==> src/rtl/priv_csr_pkg.sv <==
package priv_csr_pkg;

  localparam int XLEN   = 32;
  localparam int ADDR_W = 12;
  localparam int CTR_W  = 64;
  localparam int IDX_W  = 5;
  localparam int NCTR   = 1 << IDX_W;

  typedef logic [XLEN-1:0] word_t;

  localparam logic [1:0] PL_U = 2'd0;
  localparam logic [1:0] PL_S = 2'd1;
  localparam logic [1:0] PL_H = 2'd2;
  localparam logic [1:0] PL_M = 2'd3;

  localparam int ISA_S = 18;
  localparam int ISA_U = 20;
  localparam int ISA_F = 5;
  localparam int ISA_D = 3;
  localparam int ST_SPP = 8;
  localparam int ST_SD  = XLEN - 1;

  // status: SIE MIE SPIE MPIE FS XS MPRV SUM MXR TVM TW TSR
  localparam word_t STAT_WMASK  = 32'h007F_E0AA;
  localparam word_t SVIEW_MASK  = 32'h000D_E122;
  localparam word_t SD_MASK     = word_t'(1) << ST_SD;
  localparam word_t PEND_WMASK  = 32'h0000_0022;
  localparam word_t ENA_WMASK   = 32'h0000_02AA;
  localparam word_t IDEL_WMASK  = 32'h0000_0222;
  localparam word_t EDEL_WMASK  = 32'h0000_B109;
  localparam word_t ISA_WMASK   = 32'h0000_102D;
  localparam word_t SSOFT_MASK  = 32'h0000_0002;

  typedef enum logic [4:0] {
    R_NONE, R_SSTATUS, R_SIE, R_STVEC, R_SCOUNTEREN, R_SSCRATCH, R_SEPC,
    R_SCAUSE, R_STVAL, R_SIP, R_MSTATUS, R_MISA, R_MEDELEG, R_MIDELEG,
    R_MIE, R_MTVEC, R_MCOUNTEREN, R_MSCRATCH, R_MEPC, R_MCAUSE, R_MTVAL,
    R_MIP, R_ZERO, R_HARTID, R_UCTR, R_MCTR
  } reg_id_t;

  typedef struct packed {
    word_t mstatus;
    word_t misa;
    word_t medeleg;
    word_t mideleg;
    word_t mie;
    word_t mip;
    word_t mtvec;
    word_t stvec;
    word_t mcounteren;
    word_t scounteren;
    word_t mscratch;
    word_t sscratch;
    word_t mepc;
    word_t sepc;
    word_t mcause;
    word_t scause;
    word_t mtval;
    word_t stval;
  } csr_state_t;

  function automatic word_t merge_masked(input word_t old, input word_t val,
                                         input word_t mask);
    return (old & ~mask) | (val & mask);
  endfunction

  function automatic logic [1:0] legal_priv(input logic [1:0] req,
                                            input word_t isa);
    if (!isa[ISA_U]) return PL_M;
    if (req == PL_H || !isa[ISA_S]) return PL_U;
    return req;
  endfunction

  function automatic word_t status_write(input word_t old, input word_t val,
                                         input word_t isa);
    word_t m;
    word_t n;
    m = STAT_WMASK;
    if (isa[ISA_S]) m[ST_SPP] = 1'b1;
    n = merge_masked(old, val, m);
    n[12:11] = legal_priv(val[12:11], isa);
    n[ST_SD] = 1'b0;
    return n;
  endfunction

  function automatic word_t status_read(input word_t s);
    word_t r;
    r = s;
    r[ST_SD] = (&s[14:13]) | (&s[16:15]);
    return r;
  endfunction

  function automatic word_t isa_write(input word_t old, input word_t val,
                                      input word_t max_isa);
    word_t v;
    v = val;
    if (!v[ISA_F]) v[ISA_D] = 1'b0;
    return merge_masked(old, v, ISA_WMASK & max_isa);
  endfunction

  function automatic word_t ctr_pick(input logic [IDX_W-1:0] idx, input logic hi,
                                     input logic [CTR_W-1:0] cyc,
                                     input logic [CTR_W-1:0] tim,
                                     input logic [CTR_W-1:0] ins);
    logic [CTR_W-1:0] c;
    case (idx)
      5'd0:    c = cyc;
      5'd1:    c = tim;
      5'd2:    c = ins;
      default: c = '0;
    endcase
    return hi ? c[CTR_W-1:XLEN] : c[XLEN-1:0];
  endfunction

endpackage

==> src/rtl/priv_csr_decode.sv <==
module priv_csr_decode
  import priv_csr_pkg::*;
#(
  parameter logic [31:0] MAX_ISA = 32'h4014_112D
) (
  input  logic [ADDR_W-1:0] addr,
  output reg_id_t           id,
  output logic [IDX_W-1:0]  ctr_idx,
  output logic              ctr_hi
);
  localparam bit HAS_S = MAX_ISA[ISA_S];

  logic [6:0] grp;
  assign grp     = addr[ADDR_W-1:IDX_W];
  assign ctr_idx = addr[IDX_W-1:0];
  assign ctr_hi  = addr[7];

  always_comb begin
    id = R_NONE;
    case (addr)
      12'h100: id = HAS_S ? R_SSTATUS    : R_NONE;
      12'h104: id = HAS_S ? R_SIE        : R_NONE;
      12'h105: id = HAS_S ? R_STVEC      : R_NONE;
      12'h106: id = HAS_S ? R_SCOUNTEREN : R_NONE;
      12'h140: id = HAS_S ? R_SSCRATCH   : R_NONE;
      12'h141: id = HAS_S ? R_SEPC       : R_NONE;
      12'h142: id = HAS_S ? R_SCAUSE     : R_NONE;
      12'h143: id = HAS_S ? R_STVAL      : R_NONE;
      12'h144: id = HAS_S ? R_SIP        : R_NONE;
      12'h300: id = R_MSTATUS;
      12'h301: id = R_MISA;
      12'h302: id = R_MEDELEG;
      12'h303: id = R_MIDELEG;
      12'h304: id = R_MIE;
      12'h305: id = R_MTVEC;
      12'h306: id = R_MCOUNTEREN;
      12'h340: id = R_MSCRATCH;
      12'h341: id = R_MEPC;
      12'h342: id = R_MCAUSE;
      12'h343: id = R_MTVAL;
      12'h344: id = R_MIP;
      12'hF11, 12'hF12, 12'hF13: id = R_ZERO;
      12'hF14: id = R_HARTID;
      default: begin
        if (grp == 7'h60 || grp == 7'h64)
          id = R_UCTR;
        else if (grp == 7'h58 || grp == 7'h5C) begin
          if (ctr_idx == 5'd1)      id = R_NONE;
          else if (ctr_idx >= 5'd3) id = R_ZERO;
          else                      id = R_MCTR;
        end else if (grp == 7'h19 && ctr_idx >= 5'd3)
          id = R_ZERO;
      end
    endcase
  end
endmodule

==> src/rtl/priv_csr_ctr_gate.sv <==
module priv_csr_ctr_gate
  import priv_csr_pkg::*;
(
  input  logic [1:0]       priv_lvl,
  input  logic [IDX_W-1:0] idx,
  input  word_t            m_en,
  input  word_t            s_en,
  output logic             allow
);
  logic [NCTR-1:0] per_ctr;

  for (genvar i = 0; i < NCTR; i++) begin : g_ctr
    assign per_ctr[i] = (priv_lvl == PL_M) |
                        (m_en[i] & ((priv_lvl == PL_S) | s_en[i]));
  end

  assign allow = per_ctr[idx];
endmodule

==> src/rtl/priv_csr_state.sv <==
module priv_csr_state
  import priv_csr_pkg::*;
#(
  parameter logic [31:0] MAX_ISA = 32'h4014_112D
) (
  input  logic       clk,
  input  logic       rst_n,
  input  logic       wr_fire,
  input  reg_id_t    wr_id,
  input  word_t      wdata,
  output csr_state_t st
);
  always_ff @(posedge clk or negedge rst_n) begin
    if (!rst_n) begin
      st      <= '0;
      st.misa <= MAX_ISA;
    end else if (wr_fire) begin
      case (wr_id)
        R_MSTATUS:    st.mstatus <= status_write(st.mstatus, wdata, MAX_ISA);
        R_SSTATUS:    st.mstatus <= status_write(st.mstatus,
                          merge_masked(st.mstatus, wdata, SVIEW_MASK), MAX_ISA);
        R_MISA:       st.misa    <= isa_write(st.misa, wdata, MAX_ISA);
        R_MEDELEG:    st.medeleg <= merge_masked(st.medeleg, wdata, EDEL_WMASK);
        R_MIDELEG:    st.mideleg <= merge_masked(st.mideleg, wdata, IDEL_WMASK);
        R_MIE:        st.mie     <= merge_masked(st.mie, wdata, ENA_WMASK);
        R_SIE:        st.mie     <= merge_masked(st.mie,
                          merge_masked(st.mie, wdata, st.mideleg), ENA_WMASK);
        R_MIP:        st.mip     <= merge_masked(st.mip, wdata, PEND_WMASK);
        R_SIP:        st.mip     <= merge_masked(st.mip, wdata,
                          SSOFT_MASK & st.mideleg);
        R_MTVEC:      st.mtvec   <= wdata & ~word_t'(2);
        R_STVEC:      st.stvec   <= wdata & ~word_t'(3);
        R_MCOUNTEREN: st.mcounteren <= wdata;
        R_SCOUNTEREN: st.scounteren <= wdata;
        R_MSCRATCH:   st.mscratch <= wdata;
        R_SSCRATCH:   st.sscratch <= wdata;
        R_MEPC:       st.mepc    <= wdata;
        R_SEPC:       st.sepc    <= wdata;
        R_MCAUSE:     st.mcause  <= wdata;
        R_SCAUSE:     st.scause  <= wdata;
        R_MTVAL:      st.mtval   <= wdata;
        R_STVAL:      st.stval   <= wdata;
        default: ;
      endcase
    end
  end
endmodule

==> src/rtl/priv_csr_warl.sv <==
module priv_csr_warl
  import priv_csr_pkg::*;
#(
  parameter logic [31:0] MAX_ISA = 32'h4014_112D,
  parameter logic [31:0] HART_ID = 32'd0
) (
  input  logic              clk,
  input  logic              rst_n,
  input  logic [1:0]        priv_lvl,
  input  logic [ADDR_W-1:0] csr_addr,
  input  logic              csr_re,
  input  logic              csr_we,
  input  logic [XLEN-1:0]   csr_wdata,
  input  logic [CTR_W-1:0]  cycle_cnt,
  input  logic [CTR_W-1:0]  time_cnt,
  input  logic [CTR_W-1:0]  instret_cnt,
  output logic [XLEN-1:0]   csr_rdata,
  output logic              csr_illegal
);
  reg_id_t          id;
  logic [IDX_W-1:0] ctr_idx;
  logic             ctr_hi;
  logic             ctr_ok;
  logic             bad_addr, bad_priv, bad_ro, bad_ctr, reject;
  logic             wr_fire;
  word_t            rd_mux;
  csr_state_t       st;

  priv_csr_decode #(.MAX_ISA(MAX_ISA)) u_dec (
    .addr(csr_addr), .id(id), .ctr_idx(ctr_idx), .ctr_hi(ctr_hi)
  );

  priv_csr_ctr_gate u_gate (
    .priv_lvl(priv_lvl), .idx(ctr_idx),
    .m_en(st.mcounteren), .s_en(st.scounteren), .allow(ctr_ok)
  );

  assign bad_addr = (id == R_NONE);
  assign bad_priv = (priv_lvl < csr_addr[9:8]);
  assign bad_ro   = csr_we & (&csr_addr[11:10]);
  assign bad_ctr  = (id == R_UCTR) & ~ctr_ok;
  assign reject   = bad_addr | bad_priv | bad_ro | bad_ctr;
  assign wr_fire  = csr_we & ~reject;

  priv_csr_state #(.MAX_ISA(MAX_ISA)) u_st (
    .clk(clk), .rst_n(rst_n), .wr_fire(wr_fire), .wr_id(id),
    .wdata(csr_wdata), .st(st)
  );

  always_comb begin
    case (id)
      R_MSTATUS:    rd_mux = status_read(st.mstatus);
      R_SSTATUS:    rd_mux = status_read(st.mstatus) & (SVIEW_MASK | SD_MASK);
      R_MISA:       rd_mux = st.misa;
      R_MEDELEG:    rd_mux = st.medeleg;
      R_MIDELEG:    rd_mux = st.mideleg;
      R_MIE:        rd_mux = st.mie;
      R_SIE:        rd_mux = st.mie & st.mideleg;
      R_MIP:        rd_mux = st.mip;
      R_SIP:        rd_mux = st.mip & st.mideleg;
      R_MTVEC:      rd_mux = st.mtvec;
      R_STVEC:      rd_mux = st.stvec;
      R_MCOUNTEREN: rd_mux = st.mcounteren;
      R_SCOUNTEREN: rd_mux = st.scounteren;
      R_MSCRATCH:   rd_mux = st.mscratch;
      R_SSCRATCH:   rd_mux = st.sscratch;
      R_MEPC:       rd_mux = st.mepc;
      R_SEPC:       rd_mux = st.sepc;
      R_MCAUSE:     rd_mux = st.mcause;
      R_SCAUSE:     rd_mux = st.scause;
      R_MTVAL:      rd_mux = st.mtval;
      R_STVAL:      rd_mux = st.stval;
      R_HARTID:     rd_mux = HART_ID;
      R_UCTR, R_MCTR:
                    rd_mux = ctr_pick(ctr_idx, ctr_hi, cycle_cnt, time_cnt, instret_cnt);
      default:      rd_mux = '0;
    endcase
  end

  assign csr_illegal = (csr_re | csr_we) & reject;
  assign csr_rdata   = reject ? '0 : rd_mux;
endmodule

==> config.mk <==
export PLATFORM = sky130hd
export DESIGN_NAME = priv_csr_warl
export DESIGN_NICKNAME = d
export VERILOG_FILES = /design/src/rtl/priv_csr_pkg.sv /design/src/rtl/priv_csr_decode.sv /design/src/rtl/priv_csr_ctr_gate.sv /design/src/rtl/priv_csr_state.sv /design/src/rtl/priv_csr_warl.sv
export SDC_FILE = /design/constraint.sdc
export NUM_CORES = 1
export LEC_CHECK = 0
export ABC_CLOCK_PERIOD_IN_PS = 12300
export BUFFER_PORTS_ARGS = -buffer_cell sky130_fd_sc_hd__buf_2
export CAP_MARGIN = 40
export CORE_MARGIN = 2
export CORE_UTILIZATION = 39
export CTS_BUF_LIST = sky130_fd_sc_hd__clkbuf_2
export CTS_CLUSTER_DIAMETER = 40
export DETAILED_ROUTE_END_ITERATION = 7
export SYNTH_ARGS = -nofsm -noshare
export SYNTH_HDL_FRONTEND = slang
export SYNTH_SLANG_ARGS = --single-unit
==> constraint.sdc <==
create_clock -name clk -period 12.3 [get_ports clk]
set_input_delay 2.46 -clock clk [delete_from_list [all_inputs] [get_ports clk]]
set_output_delay 2.46 -clock clk [all_outputs]
set_load 0.03 [all_outputs]
Yosys cells after proc, flatten, opt, wreduce, memory -nomap -nowiden --
Index checks and enable logic that the tools add are counted.
Operators by class: add/sub/neg operators 0, equal/unequal tests 59, bitwise gates (word level) 132, order comparisons 3, multipliers 0, muxes and demuxes 32, divide/modulo/power cells 0, shift-type cells 0, reduce and logical (&&, ||, !) cells 31
Operator list (count):
- $pmux W32 S22 | 1
- $pmux W64 S3 | 1
- $eq A12 B10 Y1 const B | 12
- $pmux W32 S2 | 2
- $pmux W5 S23 | 1
- $eq A12 B9 Y1 const B | 9
- $and A32 B32 Y32 | 3
- $or A32 B10 Y32 | 3
- $or A1 B1 Y1 | 69
- $mux W32 | 2
- $and A31 B23 Y31 | 2
- $and A31 B31 Y31 | 2
- $not A23 Y31 | 2
- $or A31 B31 Y31 | 2
- $pmux W31 S2 | 1
- $eq A12 B12 Y1 const B | 4
- $reduce_and A2 Y1 | 21
- $eq A5 B4 Y1 const B | 8
- $eq A5 B5 Y1 const B | 8
- $and A1 B1 Y1 | 36
- $and A32 B2 Y32 | 1
- $not A2 Y32 | 1
- $or A32 B13 Y32 | 1
- $or A32 B16 Y32 | 1
- 28 further kinds | 64
Word-level totals: word-level logic and storage cells 275, ROM bits 0, memories 0, latch bits 0, bits in registers 572, output and inout bits 33, RAM bits 0, input bits 242

Logic depth before layout (Yosys ltp) --
word-level depth 17, gate-level depth with buffers 14, mapped depth without buffers 8

By module --
Synthesis repeated with hierarchy kept, for this count alone.
Unflattened totals: cell total of the unflattened synthesis 2326, area total of the unflattened synthesis 25077.8 sq um
Modules (own cells, without submodules):
- priv_csr_state | sequential area each 10491.3 sq um, cells each 1132, instances 1, area each 17145.2 sq um
- priv_csr_warl | sequential area each 0.0 sq um, cells each 1048, instances 1, area each 6957.9 sq um
- priv_csr_ctr_gate | sequential area each 0.0 sq um, cells each 80, instances 1, area each 534.3 sq um
- priv_csr_decode | sequential area each 0.0 sq um, cells each 66, instances 1, area each 440.4 sq um

Least setup slack after synthesis --
No wires, ideal clock.
path type input to output, start point in csr_addr[4], end point out csr_rdata[13], cell stages on the path 12, required time 9.840 ns, arrival time 5.313 ns, buffers on the path 4, setup slack 4.527 ns, cell sequence buf_6 -> or4b_1 -> buf_2 -> or3_1 -> clkbuf_2 -> nor2b_4 -> and4_4 -> buf_6 -> nor3_4 -> a22o_1 -> a221oi_1 -> a31oi_1
On the way: cells in the longest elaborated chain, start to end 11, elaborated cells on any way between the ends 73, classes of those cells 1 x order compare; 50 x eq/ne; 12 x mux; 5 x bitwise; 5 x reduce/logical
Ends and longest elaborated chain:
- from (decl) | line priv_csr_warl.sv:10 | input logic [ADDR_W-1:0] csr_addr,
- branches (longest 10 deep; another with $ge A5 B2 Y1)
- $mux W32 * | line priv_csr_warl.sv:81 | assign csr_rdata = reject ? '0 : rd_mux;
- to (decl) | line priv_csr_warl.sv:17 | output logic [XLEN-1:0] csr_rdata,
Mark *: on every way between the ends. The select of a mux whose other input is x is not followed.

Final worst setup path --
start point in csr_addr[1], end point out csr_rdata[0]
Same word-level chain as after synthesis.

==> results.md <==
- The number of standard cells after synthesis is 1800.
- The number of synthesized register bits is approximately 420.
- The static leakage is 12.0 nW.
- The die area is 57700 um^2.
- Of the total synthesized cell area, the portion taken by XOR and XNOR cells is 0.00121.
- The initial antenna violation count is 12.
- Dividing the detail-routed wire length by the instance count gives ~28 um.
- The first-pass GRT wire length is 119000 um.
- Of the post-synthesis cell area, the dominant cell type holds 0.476.
- In this run, synthesis inferred 0 flip-flops with an integrated enable.
- The mapped netlist covers 21800 um^2.
- The sum of internal, switching and leakage power is 0.00257 W.
- Of the available clock period, the critical path in the final layout requires 0.787.
- The largest stage delay on the critical path is about 0.8 ns.
- The via count of the first global-routing pass is 17.9k.
- The dominant cell by count in the synthesized netlist is dfrtp_1.
- Buffers placed on the I/O ports in this run total 274.
- The vertical die dimension is between 200 and 250 um.
- For this run, the leading register cell type out of synthesis is dfrtp_1.
- Synthesis produced a netlist with a net count of 2043.
- Setup repair after global routing left no endpoint under its margin.
- The count of distinct cell types in the synthesized netlist is 85.
- The share of flip-flops with an asynchronous set or reset is 1.00.
- Post-CTS timing repair inserted 0 buffers for setup.
- The buffer cell driving the clock tree root is clkbuf_2.
- The count of cells resized by post-cts repair is 0.
- The library cell occupying the most area in the post-synthesis netlist is dfrtp_1.
- Setup violations remaining at the end of the flow were counted as 0.
- The number of H-tree levels is 3.
- The register with the most flip-flops in the layout has ~420 of them.
- The min-delay analysis places its worst path in the category flip-flop to flip-flop.
- After detailed placement, the total cell area comes to 24000 um^2.
- Walking the worst path, the cells encountered are buf_4, buf_4, or4b_1, or3_1, nor2b_4, nand4_1, buf_4, and2_1, a22oi_1, a31oi_1, buf_2.
- At the end of routability-driven placement, the weighted congestion stood at 0.916.
- The insertion delay of the later-clocked pin in the worst-skew pair is 1.10 ns.
- The final total negative setup slack is 0 ns.
- The max-slew violation count is 0.
- The checks that failed: DRC.
- The clock-pin transition on the worst setup and hold timing paths is 0.10 ns.
- The clock buffer count from CTS is roughly 110.
- Timing would allow up to 0.103 GHz.
- The total of max-cap violations is 0.
- Between clock sinks in the finished design, the worst skew comes to between 0.03 and 0.04 ns.
- The worst setup path is launched from a primary input.
- The slowest cell on the critical path is and2_1.
- After layout, the worst setup slack is ~2.6 ns.
- The compound-cell area share of the yosys netlist is 0.147.
- The mean instance size in the synthesized netlist is about 12 um^2.
- Of the total synthesized cell area, the portion taken by AND, OR, NAND and NOR gates is 0.0765.
- The minimum clock period after layout is 9.68 ns.
- The largest registers in the layout are u_st.st (415).
- The number of placement rows is 86.
- The critical path arrival is about 7.2 ns.
- For this run, the detailed router's first-pass iteration total came to 8.
- Detailed placement ended at an HPWL of 55100 um.
- Entering global routing, the biggest net connects ~180 pins.
- The register with the most flip-flops in the final layout is u_st.st.
- After the last flow step, the layout net total stands at 2317.
- TritonCTS built the clock tree.
- The combined buffer and inverter count along the critical path is 4.
- Ranked by total cell area, the synthesized netlist is headed by dfrtp_1 48%, mux2_2 16%, mux2_4 6.2%.
- The effective utilization at floorplan is 0.395.
- In this run the horizontal extent of the chip is around 240 um.
- The fraction of synthesized area in multiplexers is 0.254.
- The ratio of total power to cell area is around 100 nW/um^2.
- The clock passes through at most 3 buffers.
- The hold violation count in the final report is 0.
- Compared with the post-synthesis result, the final layout area differs by 15.0%.
- The library cell appearing most often on the critical path is buf_4.
- For the pin with the worst max-slew slack, the measured transition is roughly 1.0 ns.
- The routed layout has between 15k and 20k vias.
- Of the total synthesized cell area, the portion taken by full adders, half adders and majority gates is 0.000575.
- After the first detailed-routing iteration, the DRC count stood at roughly 1.7k.
- The largest fanout of any net on the critical path is 57.
- The number of warnings printed during yosys synthesis is 0.
- The run finished, with violations left.
- The largest vdd supply drop is 0.0525 mV.
- The core footprint is 55100 um^2.
- For this design, the CTS-stage hold fixing added 0 buffers.
- The post-detailed-routing wire length is 81000 um.
- The headroom to the max-slew limit is 0.310.
- On the critical path the largest part of the delay comes from simple AND/OR/NAND/NOR gates.
- By count the netlist is led by 414 x dfrtp_1, 315 x mux2_2, 134 x nand2_1.
- The required arrival time at the worst endpoint is 9.84 ns.
- The DRC violations left is 5.
- The total congestion overflow is 0.
- The critical path is of the primary input to primary output type.
- The sequential area share after synthesis is 0.482.
- The finished cells cover 25000 um^2.
- The number of antenna-violating nets in the routed design is 0.
- STA classifies the critical path endpoint as a primary output.
- The count of clock tree sinks is around 420.
- Leaving out filler cells and counting taps, the final layout contains 2912.
- The total routing usage reported by global routing is 0.279.
- After synthesis, the largest family of logic cells by area is multiplexers.
- After detailed placement, the design holds a cell count of approximately 2.7k.
- The fraction of final layout cells sized beyond drive strength 1 is 0.447.
- The number of vias per cell is 6.08.
- 275 I/O pins were placed.
- OpenSTA, run right after detailed placement, puts the worst setup slack at 2.74 ns.
==> layout make-up <==
class,instances,area (um^2)
repair buffers,332,1990
inverters,8,30.0
diodes,5,12.5
fillers,5195,30100
clock inverters,29,194
flip-flops and latches,419,10500
multi-input cells,1208,10600
clock buffers,163,816
well taps,748,936
==> worst register-to-register path, delay by kind of cell, from the launching register on <==
family,cells,cell delay (ns)
flops,1,0.46
mux,1,0.37
compound gates,1,0.14
simple gates,1,0.21
==> stage by stage <==
| stage | utilization | hold WS, ns |
|---|---|---|
| after floorplan | - | 0.442 |
| after global placement | 0.430 | 0.463 |
| after detailed placement | 0.436 | 0.466 |
| after CTS | 0.454 | 0.488 |
| after global routing | 0.454 | 0.520 |
| final | 0.454 | 0.487 |
==> layer usage <==
| metal | routed length (um) | track usage | vias up |
|---|---|---|---|
| met5 | 61 | 0 | - |
| met3 | 7060 | 0.0672 | 187 |
| met4 | 3650 | 0.135 | 12 |
| met1 | 33100 | 0.359 | 9142 |
| met2 | 37100 | 0.442 | 863 |
| li1 | - | - | 7513 |
==> layout by cell type (no fill, tap or decap), types with 33 or more instances in the layout <==
cell and count:
nor2_1 33, a221oi_1 40, buf_2 274, mux2_4 90, clkbuf_2 163, mux2_2 315
a222oi_1 68, dfrtp_1 414, a21oi_1 58, buf_4 40, o21ai_0 46, mux2i_1 51
a22oi_1 55, nand2_1 131
==> logic make-up (layout without fill, tap and decap cells) <==
| kind of cell | after synthesis | in the layout |
|---|---|---|
| other cells | 0 | 5 |
| compound gates | 423 | 423 |
| flops | 419 | 419 |
| simple gates | 318 | 318 |
| buf+inv | 173 | 532 |
| xor+xnor | 3 | 3 |
| fa+ha+maj | 1 | 1 |
| mux | 463 | 463 |
==> final timing paths <==
path / slack, ns / cells past startpoint / from / end
setup reg to reg: 11.04 / 3 / u_st.st[449] / flip-flop
hold / removal: 0.49 / 2 / u_st.st[33] / u_st.st[33]
setup / recovery: 2.62 / 11 / csr_addr[1] / csr_rdata[0]
hold reg to reg: 0.49 / 2 / u_st.st[33] / u_st.st[33]
max in group asynchronous: 9.41 / 2 / rst_n / u_st.st[346]
min in group asynchronous: 1.37 / 1 / rst_n / u_st.st[12]
==> power by group <==
group	total [W]	switching [W]	leakage, nW	internal, W
sequential	0.00138	0.00000292	5.82	0.00138
combinational	0.000182	0.000124	5.42	0.0000581
clock	0.00101	0.000592	0.769	0.000413
total	0.00257	0.000719	12.0	0.00185
Power figures use the tool's default switching activity.
